==> config.mk <==
export PLATFORM = sky130hd
export DESIGN_NAME = sdram_col_burst_gen
export DESIGN_NICKNAME = d
export VERILOG_FILES = /design/src/rtl/sdram_burst_pkg.sv /design/src/rtl/sdram_bl_decode.sv /design/src/rtl/sdram_col_map.sv /design/src/rtl/sdram_col_burst_gen.sv
export SDC_FILE = /design/constraint.sdc
export NUM_CORES = 1
export LEC_CHECK = 0
export ABC_AREA = 1
export BUFFER_PORTS_ARGS = -buffer_cell sky130_fd_sc_hd__buf_2
export CAP_MARGIN = 20
export CORE_AREA = 3 3 57 64
export CTS_CLUSTER_DIAMETER = 200
export DETAILED_ROUTE_END_ITERATION = 7
export DIE_AREA = 0 0 60 67
export GPL_ROUTABILITY_DRIVEN = 0
export PLACE_DENSITY = 0.73
export SLEW_MARGIN = 5
export SYNTH_ARGS = -nofsm -noshare
export SYNTH_HDL_FRONTEND = slang
export SYNTH_SLANG_ARGS = --single-unit
==> constraint.sdc <==
create_clock -name clk -period 1.6 [get_ports clk]
set_input_delay 0.16 -clock clk [delete_from_list [all_inputs] [get_ports clk]]
set_output_delay 0.16 -clock clk [all_outputs]
set_load 0.01 [all_outputs]
==> src/rtl/sdram_burst_pkg.sv <==
package sdram_burst_pkg;

   // Width of the burst-length code
   localparam int BLEN_W = 3;

   // Bit 2 of the code selects a burst that runs until stopped
   function automatic logic is_page(input logic [BLEN_W-1:0] code);
      return code[2];
   endfunction

endpackage

==> src/rtl/sdram_bl_decode.sv <==
module sdram_bl_decode
   import sdram_burst_pkg::*;
#(
   parameter int COL_W = 8
) (
   input  logic [BLEN_W-1:0] blen_i,
   output logic [COL_W-1:0]  mask_o,
   output logic              page_o
);

   // Largest fixed burst length is 8 beats, so 3 mask bits
   localparam int FIX_BITS = 3;

   assign page_o = is_page(blen_i);

   for (genvar i = 0; i < COL_W; i++) begin : g_mask
      if (i < FIX_BITS) begin : g_low
         assign mask_o[i] = page_o | (blen_i[1:0] > 2'(i));
      end else begin : g_high
         assign mask_o[i] = page_o;
      end
   end

endmodule

==> src/rtl/sdram_col_map.sv <==
module sdram_col_map #(
   parameter int COL_W  = 8,
   parameter bit ILV_EN = 1'b1
) (
   input  logic [COL_W-1:0] base_i,
   input  logic [COL_W-1:0] beat_i,
   input  logic [COL_W-1:0] mask_i,
   input  logic             ilv_i,
   input  logic             page_i,
   output logic [COL_W-1:0] col_o
);

   logic [COL_W-1:0] seq_low;
   logic [COL_W-1:0] low_sel;

   assign seq_low = base_i + beat_i;

   if (ILV_EN) begin : g_ilv
      logic [COL_W-1:0] ilv_low;
      assign ilv_low = base_i ^ beat_i;
      assign low_sel = (ilv_i && !page_i) ? ilv_low : seq_low;
   end else begin : g_seq
      logic unused_ok;
      assign unused_ok = ilv_i ^ page_i;
      assign low_sel   = seq_low;
   end

   assign col_o = (base_i & ~mask_i) | (low_sel & mask_i);

endmodule

==> src/rtl/sdram_col_burst_gen.sv <==
module sdram_col_burst_gen
   import sdram_burst_pkg::*;
#(
   parameter int COL_W  = 8,
   parameter bit ILV_EN = 1'b1
) (
   input  logic             clk,
   input  logic             rst_n,
   input  logic             start_i,
   input  logic [COL_W-1:0] start_col_i,
   input  logic [2:0]       blen_i,
   input  logic             ilv_i,
   input  logic             stop_i,
   output logic [COL_W-1:0] col_o,
   output logic             valid_o,
   output logic             last_o
);

   localparam int MIN_COL_W = 3;
   localparam int MAX_COL_W = 16;

   if (COL_W < MIN_COL_W || COL_W > MAX_COL_W) begin : g_bad_width
      $error("sdram_col_burst_gen: COL_W must lie in 3..16");
   end

   logic [COL_W-1:0] dec_mask;
   logic             dec_page;

   logic             act_q;
   logic [COL_W-1:0] base_q;
   logic [COL_W-1:0] beat_q;
   logic [COL_W-1:0] mask_q;
   logic             ilv_q;
   logic             page_q;
   logic             fin;

   sdram_bl_decode #(.COL_W(COL_W)) u_dec (
      .blen_i (blen_i),
      .mask_o (dec_mask),
      .page_o (dec_page)
   );

   sdram_col_map #(.COL_W(COL_W), .ILV_EN(ILV_EN)) u_map (
      .base_i (base_q),
      .beat_i (beat_q),
      .mask_i (mask_q),
      .ilv_i  (ilv_q),
      .page_i (page_q),
      .col_o  (col_o)
   );

   assign fin = act_q && !page_q && (beat_q == mask_q);

   always_ff @(posedge clk or negedge rst_n) begin
      if (!rst_n) begin
         act_q  <= 1'b0;
         base_q <= '0;
         beat_q <= '0;
         mask_q <= '0;
         ilv_q  <= 1'b0;
         page_q <= 1'b0;
      end else if (start_i) begin
         act_q  <= 1'b1;
         base_q <= start_col_i;
         beat_q <= '0;
         mask_q <= dec_mask;
         ilv_q  <= ilv_i;
         page_q <= dec_page;
      end else if (act_q) begin
         if (stop_i || fin) begin
            act_q <= 1'b0;
         end else begin
            beat_q <= beat_q + 1'b1;
         end
      end
   end

   assign valid_o = act_q;
   assign last_o  = fin;

endmodule

Word-level counts from Yosys, hierarchy flattened

Cells that the tools add are included.

ROM bits: 0
Logic and storage cells: 35
Bits in registers: 23
Bits in writable memories: 0
Latch bits: 0
Output and inout port bits: 10
Bits of input ports: 16
Memories kept: 0

Multiplexer cells: 7
Equal/unequal tests: 2
$add $sub $neg: 2
Shift-type cells: 0
Divide/modulo/power cells: 0
Magnitude comparators: 3
Reduce and logical (&&, ||, !) cells: 7
Multiply operators: 0
Bitwise operators: 8

Operators with widths:

| kind                                                                            | number |
|---|---|
| 8-bit 2-to-1 mux                                                                | 4 |
| 8-bit AND                                                                       | 2 |
| 8-bit by 1-bit adder with 8-bit output, second input constant                   | 1 |
| 8-bit adder                                                                     | 1 |
| 8-bit equality test                                                             | 1 |
| 8-bit NOT                                                                       | 1 |
| 8-bit OR                                                                        | 1 |
| 8-bit bitwise XOR                                                               | 1 |
| 2-bit by 1-bit greater-than comparator with 1-bit output, second input constant | 2 |
| 1-bit logical AND                                                               | 3 |
| 1-bit 2-to-1 mux                                                                | 3 |
| 1-bit OR                                                                        | 3 |
| 2-bit greater-than comparator, second input constant                            | 1 |
| 2-bit != test, second input constant                                            | 1 |
| 2-bit AND reduction                                                             | 1 |
| 2-bit nonzero test                                                              | 1 |
| 1-bit logical NOT                                                               | 1 |
| 1-bit logical OR                                                                | 1 |

Logic depth before layout (Yosys ltp)

Gate-level depths: netlist (run 1).

Word-level depth: 7
Mapped depth: 9
Mapped depth without buffers: 9

Hierarchy

From an unflattened synthesis (run 1), not the netlist that was laid out.

Cell total of the unflattened synthesis: 286
Area total of the unflattened synthesis: 1,974.4 µm²

By module, submodules not included:

| module              | cells each | instances | area an instance (µm²) | sequential area each (µm²) |
|---|---|---|---|---|
| sdram_col_burst_gen | 195        | 1         | 1,450.1                | 675.6 |
| sdram_col_map       | 79         | 1         | 454.2                  | 0.0 |
| sdram_bl_decode     | 12         | 1         | 70.1                   | 0.0 |

Worst setup path before layout (run 1)

Ideal clock, no wire load.

Path kind: reg2out
Start point: reg beat_q[0]
End point: out col_o[2]
Setup slack: -0.090 ns
Stages on the path, launching flop included: 8
Required time: 1.440 ns
Buffers on the path: 0
Arrival: 1.530 ns
Path through: dfrtp_1 -> ha_1 -> inv_1 -> fa_1 -> inv_1 -> nand2_1 -> xor2_1 -> o21ai_0

Longest elaborated chain between the ends: 4

Ends and longest elaborated chain:

| element                | line                      | source |
|---|---|---|
| from (decl)            | sdram_col_burst_gen.sv:31 | `logic [COL_W-1:0] beat_q;` |
| from (signal assigned) | sdram_col_burst_gen.sv:73 | `beat_q <= beat_q + 1'b1;` |
| 8-bit adder            | sdram_col_map.sv:16       | `assign seq_low = base_i + beat_i;` |
| 8-bit 2-to-1 mux       | sdram_col_map.sv:21       | `assign low_sel = (ilv_i && !page_i) ? ilv_low : seq_low;` |
| 8-bit AND              | sdram_col_map.sv:28       | `assign col_o = (base_i & ~mask_i) \| (low_sel & mask_i);` |
| 8-bit OR               | sdram_col_map.sv:28       |  |
| to (decl)              | sdram_col_burst_gen.sv:14 | `output logic [COL_W-1:0] col_o,` |

No other way between the ends.

Final worst setup path (run 1)

Start point: reg base_q[0]
End point: out col_o[1]

Longest elaborated chain between the ends: 4

Ends and longest elaborated chain:

| element                | line                      | source |
|---|---|---|
| from (decl)            | sdram_col_burst_gen.sv:30 | `logic [COL_W-1:0] base_q;` |
| from (signal assigned) | sdram_col_burst_gen.sv:64 | `base_q <= start_col_i;` |
| 8-bit adder            | sdram_col_map.sv:16       |  |
| 8-bit 2-to-1 mux       | sdram_col_map.sv:21       |  |
| 8-bit AND              | sdram_col_map.sv:28       |  |
| 8-bit OR               | sdram_col_map.sv:28       |  |

No other way between the ends.

==> key figures, run 1 <==
Outcome
  – Outcome: complete, but fails checks
  – Failing checks: negative setup slack

Setup path
  – Startpoint Class: flop
  – CP endpoint kind: output port
  – Worst path most repeated cell: o21ai_1
  – Worst-path cell chain: ha_2 > inv_2 > fa_2 > a21oi_2 > o21ai_1 > o21ai_1 > buf_2
  – Worst EP arrival: 1.83 ns
  – Crit-path max FO: 2
  – Worst r2r dst: beat_q[4]
  – Slowest stage delay, CP: 0.43 ns
  – Crit Reg-Reg Startpoint: beat_q[1]
  – Setup CP Type: reg -> out
  – Worst R2R Setup Slack: 0.06 ns
  – CP required: 1.44 ns
  – Crit path max-delay cell type: fa_2
  – R2R depth: 9

Drt
  – Vias: 1,572
  – Pre-antenna DRT Iters: 4
  – Initial drt markers: 50
  – DR WL/cell: 13.6 um
  – Wirelength, routed: 4130 um
  – Vias per Instance: 5.17
  – DRC: 0
  – Final antenna-violating net count: 0

Placed design
  – Worst slack, placed: -0.0924 ns
  – PortBufs: 25
  – Placed Instances: 289
  – Detailed placement HPWL: 2680 um
  – Area after DPL: 1860 um2

Clock network
  – CTS tree: done
  – Clock Tree Buf Depth: 2
  – Clock Root Buffer: clkbuf_4
  – Num CTS Buffers: 3
  – Clk_lat worst skew: 0.32 ns
  – CTS H-tree lvls: 1
  – Sink Count: 22
  – Clock-pin slew on the worst setup and hold paths: 0.13 ns

Yosys
  – Yosys warns: 0
  – Synth Instances: 212
  – Yosys cell types: 22
  – Post-Syn Area per Cell: 7.16 um2
  – Post-synth design cell area: 1520 um2
  – Post-synthesis sequential area ratio: 36.2%
  – Yosys reg bits: 22
  – Syn_nets: 237

STA
  – Worst-Margin Slew: 0.523 ns
  – RSZ-0062 raised after global routing: true
  – Final Cycle Share: 125%
  – WHS: 0.0260 ns
  – Clock skew: 0.00534 ns
  – Final Slew Violations: 0
  – Slew HR: 65.1%
  – Minimum clock period: 1.99 ns
  – Fin. Hold Viols: 0
  – Setup ws final: -0.393 ns
  – Max Fclk: 502 MHz
  – # setup viols final: 8

Die
  – Placement Rows: 21
  – Die Ht: 67 um
  – Initial core utilization: 49.8%
  – Core footprint: 3050 um2
  – Die W: 60 um
  – Boundary Pins: 26
  – Full die area: 4020 um2

Global routing
  – Global-route wire length before repair: 6660 um
  – Vias in the first global route: 1,508
  – Largest net degree at the start of global routing: 23
  – Overall routing resource usage: 22.0%
  – Grt total ovfl: 0
  – Initial antenna violation count: 0

Hold path
  – Worst Hold Class: in -> reg
  – Worst hold stages: 3
  – Min-delay src: start_col_i[2]
  – Hold Path End: base_q[2]

Cells and area
  – Share of layout cells above drive strength 1: 41.9%
  – Fin util: 73.5%
  – Fill cells: 233
  – Final Instance Count excl. Fillers: 304
  – Post-layout net count: 296
  – P&R area growth vs syn: 47.4%
  – Multi-input gate area: 1070 um2
  – Cell area after layout: 2240 um2
  – FF/Latch Area: 554 um2
  – Ant diodes: 0

Job
  – Number of max-cap violations: 0

Power and ir drop
  – Pwr dens: 660 nW/um2
  – Leakage power: 0.00120 uW
  – Worst vdd ir: 0.000548 V
## cell usage after synthesis
library cell	instances	area share (%)
nand2_1	63	16
inv_1	28	6.9
dfrtp_1	22	36
nand3_1	19	6.3
o21ai_0	17	5.6
nor2_1	14	3.5
nand4_1	11	4.5
ha_1	8	6.6
xor2_1	7	4.0
a21oi_1	6	2.0
buf_2	2	0.66
clkbuf_1	2	0.49
nand3b_1	2	0.99
nor2_2	2	0.82
or2_2	2	0.82
buf_4	1	0.49
fa_1	1	1.3
nand2_2	1	0.41
nand2_4	1	0.74
nand3_4	1	1.2
o21bai_1	1	0.49
o22ai_1	1	0.41
## through the flow
step,power (uW),TNS (ns)
6_report,1480,-2.63
5_1_grt,1560,-3.36
2_1_floorplan,816,0
3_5_place_dp,965,-0.298
3_3_place_gp,958,-0.126
4_1_cts,1450,-2.28
## timing repair
action                     in CTS  in global routing
hold endpoints to repair       22                  0
hold buffers                    1                  0
resized for setup              37                 29
buffers inserted                6                  7
pin swaps                      18                 13
setup endpoints to repair       8                 15
## where the power goes
part | internal [uW] | switching [uW] | total, uW
sequential | 591 | 37.0 | 628
clock | 253 | 187 | 440
combinational | 194 | 216 | 409
total | 1040 | 439 | 1480
## critical path, delay by kind of cell (launching register included)
kind            cells  cell delay [ns]
buf+inv             2             0.20
flops               1             0.41
fa+ha+maj           2             0.63
compound gates      3             0.27
## area by class of cell
cell class              count  area share, %
clock buffers               3           1.01
inverters                  28           4.69
flip-flops and latches     22           24.7
multi-input cells         157           47.6
well taps                  34           1.90
clock inverters             1           1.34
repair buffers             59           18.7
## placed cells by master, fill, tap and decap left out, types with 2 or more instances in the layout
cell	count
buf_2	24
nand2_1	53
a21oi_1	2
nand2_4	3
nand3b_1	2
buf_4	25
inv_1	24
inv_2	4
o21ai_0	10
nor2_1	7
clkbuf_4	3
dfrtp_2	3
ha_4	7
nor2_2	7
nand2_2	8
buf_6	9
nand3_1	15
dfrtp_1	19
xor2_1	7
o21ai_1	5
a21oi_2	3
nand4_1	11
o21ai_2	2
nand3_2	4
nor2_4	2
## logic make-up (layout without fill, tap and decap cells)
group,Yosys count,after routing,share of synthesized area [%]
xor gates and xnor gates,7,7,4.04
adders and majority gates,9,9,7.91
DFF,22,22,36.2
and+or+nand+nor,116,116,34.8
buffers and inverters,33,91,8.57
AOI/OAI and AO/OA,25,25,8.48
## worst max-delay path by stage
| stage | from | to | cells past startpoint |
|---|---|---|---|
| global placement | base_q[0] | col_o[1] | 7 |
| finish | base_q[0] | col_o[1] | 7 |
| global route | beat_q[0] | col_o[6] | 10 |
| detailed placement | beat_q[0] | col_o[6] | 10 |
| floorplan | beat_q[0] | col_o[6] | 9 |
| CTS | base_q[3] | col_o[6] | 8 |
## layer usage
| metal | wire [um] | part of all wire [%] | up-vias | global-route usage (%) |
|---|---|---|---|---|
| met3 | 117 | 2.8 | 5 | 2.91 |
| met1 | 1760 | 43 | 737 | 26.6 |
| met4 | 39 | 0.94 | 0 | 4.99 |
| met5 | 0 | 0 | - | 0 |
| li1 | - | - | 804 | - |
| met2 | 2220 | 54 | 26 | 40.4 |
## state kept, by name (all words and copies together) (netlist names)
| register | count |
|---|---|
| beat_q | 8 |
| mask_q | 4 |
| base_q | 8 |
| valid_o | 1 |
| ilv_q | 1 |
Note: power is estimated with default switching activity, not from simulation.
==> run 2, diff against run 1 <==
--- a/config.mk
+++ b/config.mk
@@ -14,6 +14,7 @@
 export DIE_AREA = 0 0 60 67
 export GPL_ROUTABILITY_DRIVEN = 0
 export PLACE_DENSITY = 0.73
+export SKIP_CTS_REPAIR_TIMING = 1
 export SLEW_MARGIN = 5
 export SYNTH_ARGS = -nofsm -noshare
 export SYNTH_HDL_FRONTEND = slang
==> key figures, run 2 (synthesis gave the netlist of run 1 again) <==
STA
  – Fin. Hold Viols: 0 (unchanged)
  – Final Slew Violations: 0 (unchanged)
  – Minimum clock period: 2.01 ns (+0.0208 ns)
  – # setup viols final: 8 (unchanged)
  – Clock skew: 0.00265 ns (-0.00269 ns)
  – Final Cycle Share: 126% (+1.3 points)
  – RSZ-0062 raised after global routing: true
  – Setup ws final: -0.414 ns (-0.0208 ns)
  – WHS: 0.0325 ns (+0.00651 ns)
  – Worst-Margin Slew: 0.527 ns (+0.00408 ns)
  – Slew HR: 64.9% (-0.23 points)
  – Max Fclk: 496 MHz (-1.0%)

Drt
  – Final antenna-violating net count: 0 (unchanged)
  – DRC: 0 (unchanged)
  – Vias: 1,599 (+1.7%)
  – Pre-antenna DRT Iters: 4 (unchanged)
  – Initial drt markers: 50 (unchanged)
  – Vias per Instance: 5.26 (+1.7%)
  – Wirelength, routed: 4130 um (-0.12%)
  – DR WL/cell: 13.6 um (-0.12%)

Global routing
  – Global-route wire length before repair: 6070 um (-8.9%)
  – Overall routing resource usage: 19.8% (-2.2 points)
  – Vias in the first global route: 1,424 (-5.6%)
  – Grt total ovfl: 0 (unchanged)
  – Largest net degree at the start of global routing: 23 (unchanged)
  – Initial antenna violation count: 0 (unchanged)

Outcome
  – Failing checks: negative setup slack
  – Outcome: complete, but fails checks

Setup path
  – Setup CP Type: reg -> out
  – CP endpoint kind: output port
  – Crit-path max FO: 4 (+2)
  – R2R depth: 11 (+2)
  – Worst-path cell chain: ha_4 > nand2_1 > or2_2 > nand3_1 > nand2_1 > nand3_1 > nand2_1 > buf_2
  – Crit path buffers/inverters: 1 (-1)
  – Worst r2r dst: beat_q[0]
  – Startpoint Class: flop
  – Worst R2R Setup Slack: 0.02 ns (-0.04 ns)
  – Worst EP arrival: 1.85 ns (+0.02 ns)
  – Crit path max-delay cell type: dfrtp_1
  – Delay-heaviest family, CP: simple AND/OR/NAND/NOR gates
  – CP required: 1.44 ns (about the same)
  – Worst path most repeated cell: nand2_1
  – Crit Reg-Reg Startpoint: beat_q[4]
  – Slowest stage delay, CP: 0.47 ns (+0.04 ns)

Die
  – Boundary Pins: 26 (unchanged)
  – Initial core utilization: 49.8% (unchanged)
  – Core footprint: 3050 um2 (unchanged)
  – Die W: 60 um (unchanged)
  – Full die area: 4020 um2 (unchanged)
  – Placement Rows: 21 (unchanged)
  – Die Ht: 67 um (unchanged)

Clock network
  – Num CTS Buffers: 3 (unchanged)
  – CTS tree: done
  – Clock-pin slew on the worst setup and hold paths: 0.13 ns (about the same)
  – Clock Root Buffer: clkbuf_4
  – Clk_lat worst skew: 0.31 ns (about the same)
  – CTS H-tree lvls: 1 (unchanged)
  – Clock Tree Buf Depth: 2 (unchanged)
  – Sink Count: 22 (unchanged)

Power and ir drop
  – Leakage power: 0.00118 uW (-1.5%)
  – Pwr dens: 659 nW/um2 (about the same)
  – Worst vdd ir: 0.000519 V (-5.3%)

Cells and area
  – Biggest regs: base_q x8, beat_q x8, mask_q x4
  – Cell area after layout: 2240 um2 (unchanged)
  – Ant diodes: 0 (unchanged)
  – Most common cell after layout, fill and taps aside: nand2_1
  – Share of layout cells above drive strength 1: 42.2% (+0.37 points)
  – Final Instance Count excl. Fillers: 304 (unchanged)
  – Commonest cells after routing, fill and taps aside: nand2_1 (51), buf_4 (26), inv_1 (24), buf_2 (24), dfrtp_1 (20)
  – Post-layout net count: 296 (unchanged)
  – P&R area growth vs syn: 47.4% (unchanged)

Hold path
  – Worst Hold Class: in -> reg
  – Hold Path End: base_q[2]
  – Worst hold stages: 3 (unchanged)
  – Min-delay src: start_col_i[2]

Job
  – Number of max-cap violations: 0 (unchanged)

Placed design
  – Detailed placement HPWL: 2680 um (unchanged)
  – Area after DPL: 1860 um2 (unchanged)
  – Placed Instances: 289 (unchanged)
  – PortBufs: 25 (unchanged)
[run 2: changes by cell type in the layout (fill, tap and decap cells not counted), moves of 2 or more]
cell     before  now
nand3_1      15   13
nand2_2       8   10
nand2_1      53   51
a21oi_2       3    1
nor2_4        2    0
[run 2: report_power, final]
group	internal (uW)	leakage (uW)	switching, uW	total, uW
logic	192	0.000877	220	412
registers	591	0.000273	36.3	628
clock network	253	0.0000279	184	437
[run 2: area by class of cell]
class                   instances  area (um2)
inverters                      28         105
clock buffers                   3        22.5
flip-flops and latches         22         553
well taps                      34        42.5
clock inverters                 1        30.0
fillers                       236         808
repair buffers                 59         415
multi-input cells             157        1070
[run 2: stage by stage]
step / setup TNS (ns) / utilization, % / setup slack (ns) / power, uW
after global placement: -0.126 / 60.9 / -0.0446 / 958
after CTS: -3.03 / 62.6 / -0.464 / 1400
final: -2.55 / 73.5 / -0.414 / 1480
after global routing: -3.97 / 73.5 / -0.530 / 1560
after detailed placement: -0.298 / 60.9 / -0.0924 / 965
after floorplan: 0 / - / 0.00181 / 816
[run 2: tightest hold or removal path: cells and delay by family]
kind | cells | cell delay (ns)
buffers and inverters | 1 | 0.07
and+or+nand+nor | 2 | 0.09
[run 2: metal layers]
layer,up-vias,GRT usage [%],part of all wire (%)
met5,-,0,0
met4,0,4.16,1.1
met3,4,2.91,4.3
met2,40,35.0,53
met1,749,25.1,41
li1,806,-,-
[run 2: worst max path at each step]
| stage | start | end | slack, ns | cells after the start |
|---|---|---|---|---|
| 2_1_floorplan | beat_q[0] | col_o[6] | 0.002 | 9 |
| 3_3_place_gp | base_q[0] | col_o[1] | -0.04 | 7 |
| 3_5_place_dp | beat_q[0] | col_o[6] | -0.09 | 10 |
| 4_1_cts | base_q[3] | col_o[6] | -0.46 | 8 |
| 5_1_grt | beat_q[0] | col_o[6] | -0.53 | 10 |
| 6_report | beat_q[4] | col_o[6] | -0.41 | 8 |
